## config.mk

```make
export PLATFORM = sky130hd
export DESIGN_NAME = bank_window_mmu
export DESIGN_NICKNAME = d
export VERILOG_FILES = /design/src/rtl/bwmmu_pkg.sv /design/src/rtl/bwmmu_lifo.sv /design/src/rtl/bwmmu_decode.sv /design/src/rtl/bank_window_mmu.sv
export SDC_FILE = /design/constraint.sdc
export NUM_CORES = 2
export LEC_CHECK = 0
export BUFFER_PORTS_ARGS = -buffer_cell sky130_fd_sc_hd__buf_2
export CORE_ASPECT_RATIO = 1.25
export CORE_MARGIN = 2
export CORE_UTILIZATION = 40
export DETAILED_ROUTE_END_ITERATION = 10
export PLACE_DENSITY = 0.56
export SYNTH_ARGS = -nofsm -noshare
export SYNTH_HDL_FRONTEND = slang
export SYNTH_SLANG_ARGS = --single-unit
```

## constraint.sdc

```tcl
create_clock -name clk_i -period 7.4 [get_ports clk_i]
set_clock_uncertainty 0.1 [all_clocks]
set_input_delay 0.37 -clock clk_i [delete_from_list [all_inputs] [get_ports clk_i]]
set_output_delay 0.37 -clock clk_i [all_outputs]
set_load 0.02 [all_outputs]
```

## src/rtl/bwmmu_pkg.sv

```systemverilog
package bwmmu_pkg;
  typedef enum logic [1:0] {ST_IDLE, ST_OPL, ST_OPH} dec_st_e;
  typedef enum logic [1:0] {K_CTRL, K_DATA, K_JUMP, K_RSV} pfx_kind_e;

  typedef struct packed {
    logic       jump;
    logic [7:0] bank;
  } pfx_ent_t;

  localparam logic [7:0] OP_CTRL = 8'h82;
  localparam logic [7:0] OP_DPFX = 8'hFC;
  localparam logic [7:0] OP_JPFX = 8'hDC;
  localparam logic [7:0] OP_RSV  = 8'h5C;
  localparam logic [7:0] OP_JSR  = 8'h20;
  localparam logic [7:0] OP_JMP  = 8'h4C;
  localparam logic [7:0] OP_RTS  = 8'h60;
  localparam logic [3:0] EN_KEY  = 4'h5;
endpackage

```

## src/rtl/bwmmu_lifo.sv

```systemverilog
module bwmmu_lifo #(
  parameter int unsigned W     = 9,
  parameter int unsigned DEPTH = 256
) (
  input  logic         clk_i,
  input  logic         rst_ni,
  input  logic         push_i,
  input  logic         pop_i,
  input  logic [W-1:0] din_i,
  output logic [W-1:0] top_o,
  output logic         empty_o,
  output logic         err_o
);
  localparam int unsigned AW = $clog2(DEPTH);

  logic [W-1:0]  mem [DEPTH];
  logic [AW:0]   cnt_q;
  logic          err_q;
  logic          full;
  logic [AW-1:0] top_idx, wr_idx;
  logic          do_wr;

  assign empty_o = (cnt_q == '0);
  assign full    = (cnt_q == (AW+1)'(DEPTH));
  assign top_idx = cnt_q[AW-1:0] - 1'b1;
  assign top_o   = mem[top_idx];
  assign err_o   = err_q;

  // push with pop on a non-empty stack replaces the top entry
  assign wr_idx = (pop_i && !empty_o) ? top_idx : cnt_q[AW-1:0];
  assign do_wr  = push_i && ((pop_i && !empty_o) || !full);

  always_ff @(posedge clk_i) begin
    if (do_wr) mem[wr_idx] <= din_i;
  end

  always_ff @(posedge clk_i or negedge rst_ni) begin
    if (!rst_ni) begin
      cnt_q <= '0;
      err_q <= 1'b0;
    end else begin
      if ((push_i && !pop_i && full) || (pop_i && empty_o)) err_q <= 1'b1;
      if (push_i && !pop_i && !full)        cnt_q <= cnt_q + 1'b1;
      else if (pop_i && !push_i && !empty_o) cnt_q <= cnt_q - 1'b1;
      else if (push_i && pop_i && empty_o)   cnt_q <= cnt_q + 1'b1;
    end
  end

  p_no_overflow_r11: assert property (@(posedge clk_i) disable iff (!rst_ni)
    cnt_q <= (AW+1)'(DEPTH));
  p_err_sticky_r11: assert property (@(posedge clk_i) disable iff (!rst_ni)
    err_q |=> err_q);
  p_full_push_flags_r11: assert property (@(posedge clk_i) disable iff (!rst_ni)
    (push_i && !pop_i && full) |=> err_q);
endmodule

```

## src/rtl/bwmmu_decode.sv

```systemverilog
module bwmmu_decode
  import bwmmu_pkg::*;
(
  input  logic        clk_i,
  input  logic        rst_ni,
  input  logic [15:0] addr_i,
  input  logic [7:0]  data_i,
  input  logic        rw_i,
  input  logic        sync_i,
  output logic        code_o,
  output logic        ctrl_wr_o,
  output logic        push_o,
  output logic        push_jump_o,
  output logic [7:0]  operand_o,
  output logic        jsr_o,
  output logic        jmp_o,
  output logic        rts_o
);
  dec_st_e   state_q;
  pfx_kind_e kind_q;
  logic [15:0] seq_q;
  logic        seq_vld_q;
  logic        op_fetch, opl_hit;

  assign op_fetch = sync_i && rw_i;
  // code read: opcode fetch or read at the next sequential code address
  assign code_o   = op_fetch || (rw_i && seq_vld_q && (addr_i == seq_q));
  assign opl_hit  = code_o && !sync_i && (state_q == ST_OPL);

  assign operand_o   = data_i;
  assign ctrl_wr_o   = opl_hit && (kind_q == K_CTRL);
  assign push_o      = opl_hit && ((kind_q == K_DATA) || (kind_q == K_JUMP));
  assign push_jump_o = (kind_q == K_JUMP);
  assign jsr_o       = op_fetch && (data_i == OP_JSR);
  assign jmp_o       = op_fetch && (data_i == OP_JMP);
  assign rts_o       = op_fetch && (data_i == OP_RTS);

  always_ff @(posedge clk_i or negedge rst_ni) begin
    if (!rst_ni) begin
      state_q   <= ST_IDLE;
      kind_q    <= K_CTRL;
      seq_q     <= '0;
      seq_vld_q <= 1'b0;
    end else begin
      if (code_o) begin
        seq_q     <= addr_i + 16'd1;
        seq_vld_q <= 1'b1;
      end
      if (op_fetch) begin
        state_q <= ST_OPL;
        unique case (data_i)
          OP_CTRL: kind_q <= K_CTRL;
          OP_DPFX: kind_q <= K_DATA;
          OP_JPFX: kind_q <= K_JUMP;
          OP_RSV:  kind_q <= K_RSV;
          default: state_q <= ST_IDLE;
        endcase
      end else if (code_o) begin
        unique case (state_q)
          ST_OPL:  state_q <= (kind_q == K_CTRL) ? ST_IDLE : ST_OPH;
          default: state_q <= ST_IDLE;
        endcase
      end
    end
  end

  p_rsv_consumes_r9: assert property (@(posedge clk_i) disable iff (!rst_ni)
    (op_fetch && data_i == OP_RSV) |=> (state_q == ST_OPL && kind_q == K_RSV));
  p_opcode_restart_r10: assert property (@(posedge clk_i) disable iff (!rst_ni)
    (op_fetch && data_i != OP_CTRL && data_i != OP_DPFX && data_i != OP_JPFX
     && data_i != OP_RSV) |=> (state_q == ST_IDLE));
endmodule

```

## src/rtl/bank_window_mmu.sv

```systemverilog
module bank_window_mmu
  import bwmmu_pkg::*;
#(
  parameter int unsigned WIN_BITS  = 12,
  parameter int unsigned WIN_TAG   = 'hA,
  parameter int unsigned PFX_DEPTH = 256,
  parameter int unsigned RET_DEPTH = 64,
  localparam int unsigned PA_W     = WIN_BITS + 8
) (
  input  logic            clk_i,
  input  logic            rst_ni,
  input  logic [15:0]     addr_i,
  input  logic [7:0]      data_i,
  input  logic            rw_i,
  input  logic            sync_i,
  output logic [PA_W-1:0] phys_addr_o,
  output logic            lifo_err_o
);
  localparam int unsigned TAG_W = 16 - WIN_BITS;

  logic       code_c, ctrl_wr, push_pfx, push_jump, jsr_c, jmp_c, rts_c;
  logic [7:0] operand;
  logic       en_q, jump_arm_q, ret_arm_q, data_hit_q;
  logic [7:0] code_bank_q, data_bank_q;
  logic       in_win, jmp_take, data_take;
  logic [7:0] jmp_bank, ret_bank, sync_bank, bank_sel;
  pfx_ent_t   dl_top, dl_din;
  logic       dl_empty, dl_err, dl_pop;
  logic [7:0] rl_top;
  logic       rl_empty, rl_err;

  bwmmu_decode u_dec (
    .clk_i, .rst_ni, .addr_i, .data_i, .rw_i, .sync_i,
    .code_o(code_c), .ctrl_wr_o(ctrl_wr), .push_o(push_pfx),
    .push_jump_o(push_jump), .operand_o(operand),
    .jsr_o(jsr_c), .jmp_o(jmp_c), .rts_o(rts_c)
  );

  assign in_win = (addr_i[15:WIN_BITS] == TAG_W'(WIN_TAG));

  assign jmp_take  = sync_i && jump_arm_q && en_q && in_win && !dl_empty && dl_top.jump;
  assign jmp_bank  = jmp_take ? dl_top.bank : 8'h00;
  assign ret_bank  = rl_empty ? 8'h00 : rl_top;
  assign sync_bank = jump_arm_q ? jmp_bank : (ret_arm_q ? ret_bank : code_bank_q);
  assign data_take = en_q && in_win && !code_c && !data_hit_q && !dl_empty && !dl_top.jump;

  always_comb begin
    if (sync_i)          bank_sel = sync_bank;
    else if (code_c)     bank_sel = code_bank_q;
    else if (data_hit_q) bank_sel = data_bank_q;
    else if (data_take)  bank_sel = dl_top.bank;
    else                 bank_sel = code_bank_q;
  end

  assign phys_addr_o = (en_q && in_win) ? {bank_sel, addr_i[WIN_BITS-1:0]}
                                        : PA_W'(addr_i);

  assign dl_din = '{jump: push_jump, bank: operand};
  assign dl_pop = (sync_i && data_hit_q) || jmp_take;

  bwmmu_lifo #(.W($bits(pfx_ent_t)), .DEPTH(PFX_DEPTH)) u_pfx_lifo (
    .clk_i, .rst_ni, .push_i(push_pfx && en_q), .pop_i(dl_pop),
    .din_i(dl_din), .top_o(dl_top), .empty_o(dl_empty), .err_o(dl_err)
  );

  bwmmu_lifo #(.W(8), .DEPTH(RET_DEPTH)) u_ret_lifo (
    .clk_i, .rst_ni, .push_i(jsr_c), .pop_i(sync_i && ret_arm_q),
    .din_i(sync_bank), .top_o(rl_top), .empty_o(rl_empty), .err_o(rl_err)
  );

  assign lifo_err_o = dl_err || rl_err;

  always_ff @(posedge clk_i or negedge rst_ni) begin
    if (!rst_ni) begin
      en_q        <= 1'b0;
      jump_arm_q  <= 1'b0;
      ret_arm_q   <= 1'b0;
      data_hit_q  <= 1'b0;
      code_bank_q <= '0;
      data_bank_q <= '0;
    end else begin
      if (ctrl_wr) en_q <= (operand[7:4] == EN_KEY);
      if (sync_i) begin
        jump_arm_q  <= jsr_c || jmp_c;
        ret_arm_q   <= rts_c;
        data_hit_q  <= 1'b0;
        code_bank_q <= sync_bank;
      end else if (data_take) begin
        data_hit_q  <= 1'b1;
        data_bank_q <= dl_top.bank;
      end
    end
  end

  p_off_transparent_r3: assert property (@(posedge clk_i) disable iff (!rst_ni)
    !en_q |-> (phys_addr_o == PA_W'(addr_i)));
  p_outside_pass_r4: assert property (@(posedge clk_i) disable iff (!rst_ni)
    !in_win |-> (phys_addr_o == PA_W'(addr_i)));
  p_win_low_bits_r4: assert property (@(posedge clk_i) disable iff (!rst_ni)
    in_win |-> (phys_addr_o[WIN_BITS-1:0] == addr_i[WIN_BITS-1:0]));
  p_jump_default_r7: assert property (@(posedge clk_i) disable iff (!rst_ni)
    (sync_i && jump_arm_q && en_q && in_win && dl_empty)
      |-> (phys_addr_o[PA_W-1:WIN_BITS] == 8'h00));
  p_en_key_r2: assert property (@(posedge clk_i) disable iff (!rst_ni)
    (ctrl_wr && operand[7:4] != EN_KEY) |=> !en_q);
endmodule

```

; Word level (Yosys, flattened, before mapping)
; Memory sizes are Yosys's and may differ from the RTL's.
; Index checks and enable logic that the tools add are counted.
[totals]
reg_bits = 59
mem_bits_rw = 2816
in_bits = 28
output_inout_bits = 21
wordCells = 143
n_memories = 2
[mem_list]
columns = memory, depth, width, read_ports, rd_ports_with_merged_regs, wr, line
row1 = u_pfx_lifo.mem, 256, 9, 1, 0, 1, bwmmu_lifo.sv:16  ; logic [W-1:0] mem [DEPTH];
row2 = u_ret_lifo.mem, 64, 8, 1, 0, 1, bwmmu_lifo.sv:16
[op_classes]
add_sub_neg = 7
eq_ne = 15
muxes = 29
bitwise_logic = 1
n_reduce_logical = 75
[op_table]
columns = operator, count
row1 = $mux W8, 9
row2 = $logic_and A1 B1 Y1, 43
row3 = $mux W9, 3
row4 = $eq A8 B7 Y1 const B, 3
row5 = $eq A8 B8 Y1 const B, 3
row6 = $mux W7, 3
row7 = $mux W20, 1
row8 = $add A16 B1 Y16 const B, 1
row9 = $eq A16 B16 Y1, 1
row10 = $logic_not A1 Y1, 12
row11 = $add A9 B1 Y9 const B, 1
row12 = $eq A9 B9 Y1 const B, 1
row13 = $logic_not A9 Y1, 1
row14 = $logic_or A1 B1 Y1, 9
row15 = $sub A9 B1 Y9 const B, 1
row16 = $eq A8 B6 Y1 const B, 1
row17 = $mux W2, 4
row18 = $pmux W2 S4, 1
row19 = $sub A8 B1 Y8 const B, 1
row20 = $add A7 B1 Y7 const B, 1
row21 = $eq A7 B7 Y1 const B, 1
row22 = $logic_not A7 Y1, 1
row23 = $mux W1, 7
row24 = $sub A7 B1 Y7 const B, 1
row25 = other kinds (13), 17

; Longest topological paths before layout
[depth]
ltp_word = 13
depth_mapped = 20

; Hierarchy
; A second synthesis with hierarchy kept.
[unflattened]
hier_cells = 5683
hier_area_um2 = 114655.0
[modules_own_cells]
columns = module, instances, cells_per_inst, area_per_inst_um2
row1 = bwmmu_lifo at u_pfx_lifo, 1, 4264, 90634.4
row2 = bwmmu_lifo at u_ret_lifo, 1, 1083, 20913.8
row3 = bank_window_mmu, 1, 178, 1559.0
row4 = bwmmu_decode, 1, 158, 1547.7

; Least setup slack after synthesis
; No wires, ideal clock.
[synth_timing]
path_kind = reg-to-output
startpoint = register u_ret_lifo.cnt_q[0]
endpoint = output port phys_addr_o[18]
t_arrival_ns = 7.151
required_time_ns = 6.930
setup_slack_ns = -0.221
stages_incl_launch_ff = 17
cell_sequence = dfrtp_1 buf_2 buf_1 clkbuf_1 clkbuf_1 inv_1 ha_1 clkbuf_1 clkbuf_1 clkbuf_1 mux4_2 mux4_2 mux2i_1 a21oi_1 a21oi_1 o21ai_0 a32o_1
[synth_via]
elab_chain_cells = 7
elab_cells_between_ends = 8
classes_between = 1 x add/sub / 5 x mux / 1 x reduce/logical / 1 x memory
[synth_rtl]
columns = element, line
row1 = start: declaration, bwmmu_lifo.sv:17  ; logic [AW:0] cnt_q;
row2 = start signal: assignment, bwmmu_lifo.sv:43  ; if (push_i && !pop_i && !full) cnt_q <= cnt_q + 1'b1;
row3 = start signal: assignment, bwmmu_lifo.sv:44  ; else if (pop_i && !push_i && !empty_o) cnt_q <= cnt_q - 1'b1;
row4 = start signal: assignment, bwmmu_lifo.sv:45  ; else if (push_i && pop_i && empty_o) cnt_q <= cnt_q + 1'b1;
row5 = $sub A6 B1 Y6, bwmmu_lifo.sv:25  ; assign top_idx = cnt_q[AW-1:0] - 1'b1;
row6 = $mem_v2 Z64 W8, -
row7 = $mux W8 *, bank_window_mmu.sv:43  ; assign ret_bank = rl_empty ? 8'h00 : rl_top;
row8 = $mux W8 * (2 in a row), bank_window_mmu.sv:44  ; assign sync_bank = jump_arm_q ? jmp_bank : (ret_arm_q ? ret_bank : code_bank_q);
row9 = named net sync_bank[6], bank_window_mmu.sv:26  ; logic [7:0] jmp_bank, ret_bank, sync_bank, bank_sel;
row10 = $mux W8 *, bank_window_mmu.sv:48  ; if (sync_i) bank_sel = sync_bank;
row11 = $mux W20 *, bank_window_mmu.sv:55  ; assign phys_addr_o = (en_q && in_win) ? {bank_sel, addr_i[WIN_BITS-1:0]}
row12 = end: declaration, bank_window_mmu.sv:16  ; output logic [PA_W-1:0] phys_addr_o,
; The timed path passes the listed nets; every way through them passes the cells marked *.

; Worst setup path after layout
[layout_timing]
startpoint = register u_pfx_lifo.cnt_q[2]
endpoint = output port phys_addr_o[12]
[layout_via]
elab_cells_between_ends = 16
classes_between = 1 x add/sub / 7 x mux / 7 x reduce/logical / 1 x memory
[layout_rtl]
columns = element, line
row1 = start: declaration, bwmmu_lifo.sv:17
row2 = start signal: assignment, bwmmu_lifo.sv:43
row3 = start signal: assignment, bwmmu_lifo.sv:44
row4 = start signal: assignment, bwmmu_lifo.sv:45
row5 = "parallel branches: the longest is 4 deep, another holds $mem_v2 Z256 W9", -
row6 = $mux W8 *, bank_window_mmu.sv:42  ; assign jmp_bank = jmp_take ? dl_top.bank : 8'h00;
row7 = $mux W8 *, bank_window_mmu.sv:44
row8 = named net sync_bank[0], bank_window_mmu.sv:26
row9 = $mux W8 *, bank_window_mmu.sv:48
row10 = $mux W20 *, bank_window_mmu.sv:55
; Mark *: on every way through the listed nets, which the timed path passes.

==> results.txt <==
----------------------------------------------------
[Floorplan]
  Die Y ... 600 microns
  Total die area ... 0.288 sq mm
  I/O pin count ... 49
  Floorplan die width ... 481 microns
  Initial cell density of the core ... 0.402
  Number of standard-cell rows in the floorplan ... 218
  Std-Cell Core Area ... 0.282 sq mm

[Setup path]
  Cell with the biggest individual delay on the critical path ... or3_1
  Crit-path max cell delay ... 690 ps
  Kind of cell adding the most delay to the critical path ... compound AO/OA/AOI/OAI gates
  Cell type with the highest occurrence count on the critical path ... mux4_2
  Required @ worst endpoint ... 6930 ps
  Cells traversed along the worst timing path ... or3_1 -> xnor2_4 -> buf_4 -> buf_6 -> mux4_2 -> mux4_2 -> a22oi_1 -> nand2_1 -> o21ai_0 -> o21ai_4 -> a21oi_1 -> a41oi_1 -> buf_2
  Flop2flop setup slack ... 820 ps
  Highest net fanout along the worst path ... 32
  Buffer and inverter count on the worst path ... 3
  Arr. time, crit path ... 6700 ps
  Crit path capture type ... primary output
  Crit path kind ... flop to primary output
  Critical Path Start Type ... flop

[Pwr]
  Static leakage ... 39.5 nW
  VDD IR-drop max ... 0.218 mV
  Final Total Pwr ... 40.7 mW
  PwrDens ... 315 mW/mm^2

[STA]
  Share of the clock period used by the worst path after layout ... 0.970
  Hold violation total from the final report ... 0
  Number of pins exceeding their max-slew limit in the final report ... 0
  Min Tclk post-route ... 7170 ps
  Number of failing setup endpoints in the final timing report ... 0
  Setup repair after global routing missed its margin ... false
  Transition time at the pin with the least slew margin ... 1350 ps
  Headroom to the max-slew limit ... 0.100
  Fmax ... 139 MHz
  Summed negative setup slack over all endpoints ... 0 ps

[Detailed routing]
  Routed vias ... 53,400
  Detail-routed net length per standard cell ... 31.1 microns
  Number of remaining DRC errors ... 0
  Remaining antenna violation count ... 0
  Pre-antenna DRT Iters ... 5
  Number of vias per cell after detailed routing ... 5.69
  Wirelength, routed ... 291,000 microns
  Detailed router's first-iteration violation count ... 5,333

[Logic synthesis]
  Most instantiated library cell after synthesis ... edfxtp_1
  Share of flip-flops with an asynchronous set or reset ... 0.0205
  Post-synthesis simple-gate area fraction ... 0.0271
  Synth top cells by count ... edfxtp_1, mux4_2, nor2_1
  Synthesis-stage register bit count ... 2,875
  Share of the synthesized area in the top cell type ... 0.744
  Synthesized-area fraction occupied by ao, oa, aoi and oai cells ... 0.0135
  Synth Area in XOR/XNOR ... 0.00491
  Count of cell types in the netlist ... 83
  Number of flops mapped to enable cells by yosys ... 2,816
  Share of synthesized area spent on multiplexers ... 0.183
  Dominant cell type by area after synthesis ... edfxtp_1
  Syn_area_per_cell ... 22.4 sq um
  Synthesized netlist cell count ... 5,082
  Flip-flop cell with the highest count after synthesis ... edfxtp_1
  Yosys warnings ... 0
  Post-synthesis share of cell area spent on full adders, half adders and majority gates ... 0.000881
  Portion of the post-synthesis area used by sequential elements ... 0.757
  Biggest area contributors in the synthesized netlist ... edfxtp_1, mux4_2, nor2_1, dfrtp_1, buf_2
  Combinational family with the most area after synthesis ... multiplexers
  Post-synthesis instance area ... 0.114 sq mm
  Number of nets produced by synthesis ... 5,118

[Placement]
  Final weighted congestion in routability-driven placement ... 0.882
  Detailed-placement wirelength estimate ... 184,000 microns
  Port bufs ... 48
  Placed cell area ... 0.120 sq mm

[Layout]
  Final net count ... 5,453
  Syn-to-layout area delta ... 13.9%
  Final design area excluding fillers ... 0.129 sq mm
  Fraction of layout instances using a drive strength above 1 ... 0.307

[GRT]
  Initial antenna violation count ... 9
  Aggregate global-route resource usage ... 0.201
  Largest net degree at the start of global routing ... 165
  Remaining global-route overflow ... 0
  Via count of the first global-routing pass ... 55,100
  First-pass GRT wire length ... 417,000 microns

[Clocking]
  TritonCTS clock tree ... done
  Number of setup buffers added after CTS ... 0
  Clock-pin slew reported for the worst setup and hold paths after clock tree synthesis ... 60 ps
  Sink Count ... 2,875
  Number of CTS-inserted buffers ... 292
  Clk Latency, worst-skew pair ... 920 ps
  Maximum clock insertion buffer count ... 4
  Buffer cell driving the clock tree root ... clkbuf_16
  Maximum level of the CTS H-tree ... 5

[Worst hold path]
  HP Class ... primary input to async pin

[Run]
  Max-capacitance violation count ... 0

[Outcome]
  Status ... finished clean

----------------------------------------------------
==> power by group <==
| group | leakage [nW] | total [mW] | internal [mW] | switching (mW) |
|---|---|---|---|---|
| clock | 4.59 | 14.8 | 8.58 | 6.24 |
| combinational | 9.02 | 7.82 | 3.25 | 4.57 |
| sequential | 25.9 | 18.1 | 18.1 | 0.0526 |
==> worst paths after layout <==
kind	from	to	cells past startpoint
max in group asynchronous	rst_ni	u_ret_lifo.cnt_q[0]$_DFFE_PN0P_	3
setup / recovery	u_pfx_lifo.cnt_q[2]$_DFFE_PN0P_	phys_addr_o[12]	13
hold reg to reg	u_dec.seq_vld_q$_DFFE_PN0P_	u_dec.seq_vld_q$_DFFE_PN0P_	1
hold / removal	rst_ni	u_dec.seq_q[3]$_DFFE_PN0P_	3
min in group clk_i	addr_i[0]	u_dec.seq_q[0]$_DFFE_PN0P_	3
setup reg to reg	u_pfx_lifo.cnt_q[2]$_DFFE_PN0P_	u_pfx_lifo.mem[6][5]$_DFFE_PP_	13
==> routing by layer <==
metal / track usage / up-vias / part of all wire
li1: - / 22100 / -
met1: 0.264 / 29100 / 0.40
met2: 0.349 / 1837 / 0.52
met3: 0.0287 / 422 / 0.053
met4: 0.0588 / 0 / 0.029
met5: 0 / - / 0
==> state kept, by name, indices dropped and copies added, names as in the netlist <==
register          flops
ret_arm_q             1
u_dec.seq_q          16
code_bank_q           8
u_ret_lifo.mem      512
u_ret_lifo.cnt_q      7
u_pfx_lifo.mem     2304
u_dec.kind_q          2
data_hit_q            1
u_pfx_lifo.cnt_q      9
en_q                  1
u_ret_lifo.err_o      1
u_pfx_lifo.err_o      1
u_dec.seq_vld_q       1
jump_arm_q            1
data_bank_q           8
u_dec.state_q         2
==> what timing repair did <==
action	4_1_cts	5_1_grt
resized for setup	1	1
setup endpoints to repair	1	1
hold buffers	36	0
hold endpoints to repair	388	0
pin swaps	0	0
==> layout make-up <==
| class | instances | area [sq um] |
|---|---|---|
| Inverter | 26 | 97.6 |
| Tap cell | 3740 | 4680 |
| Timing Repair Buffer | 333 | 2800 |
| Multi-Input combinational cell | 1889 | 26300 |
| Fill cell | 23300 | 153000 |
| Clock inverter | 176 | 1870 |
| Clock buffer | 340 | 7590 |
| Sequential cell | 2875 | 86000 |
| Antenna cell | 2 | 5.00 |
==> logic make-up (layout without fill, tap and decap cells) <==
kind of cell / count (synthesis) / in the layout
flops: 2875 / 2875
mux: 945 / 945
simple gates: 674 / 674
buf+inv: 318 / 875
compound gates: 200 / 200
xor+xnor: 62 / 62
fa+ha+maj: 8 / 8
other cells: 0 / 2
==> worst min-delay path, stage by stage <==
cell and delay (ps):
dlygate4sd3_1 520, buf_2 90, buf_4 680
==> through the flow <==
step	util	worst slack (ps)	hold WS, ps	std cells
floorplan	-	576	-25.6	5082
global placement	0.423	761	358	8827
detailed placement	0.423	755	357	8827
CTS	0.458	122	126	9379
global route	0.458	10.8	185	9380
finish	0.458	226	135	9381
==> layout by cell type, fill, tap and decap left out, types with 8 or more instances in the layout <==
cell type,n
edfxtp_1,2816
nand2b_1,14
clkbuf_16,297
bufinv_16,34
o211ai_1,11
and3_1,12
buf_2,40
inv_6,9
or3_1,8
o21ai_0,29
nand2_1,95
nand3_4,8
and2_1,14
clkinv_2,51
nor3_1,17
inv_1,22
mux4_2,900
nand3_1,27
xnor2_1,25
nor4_1,15
buf_12,19
nor2b_1,10
nand4_1,15
clkinvlp_4,20
a21oi_1,51
nor2_1,408
mux2_2,22
mux2i_1,20
buf_8,8
dlygate4sd3_1,36
xor2_1,25
a211oi_1,11
o22ai_2,11
buf_4,228
dfrtp_1,57
clkbuf_1,43
clkinv_1,49
Power figures use the tool's default switching activity.
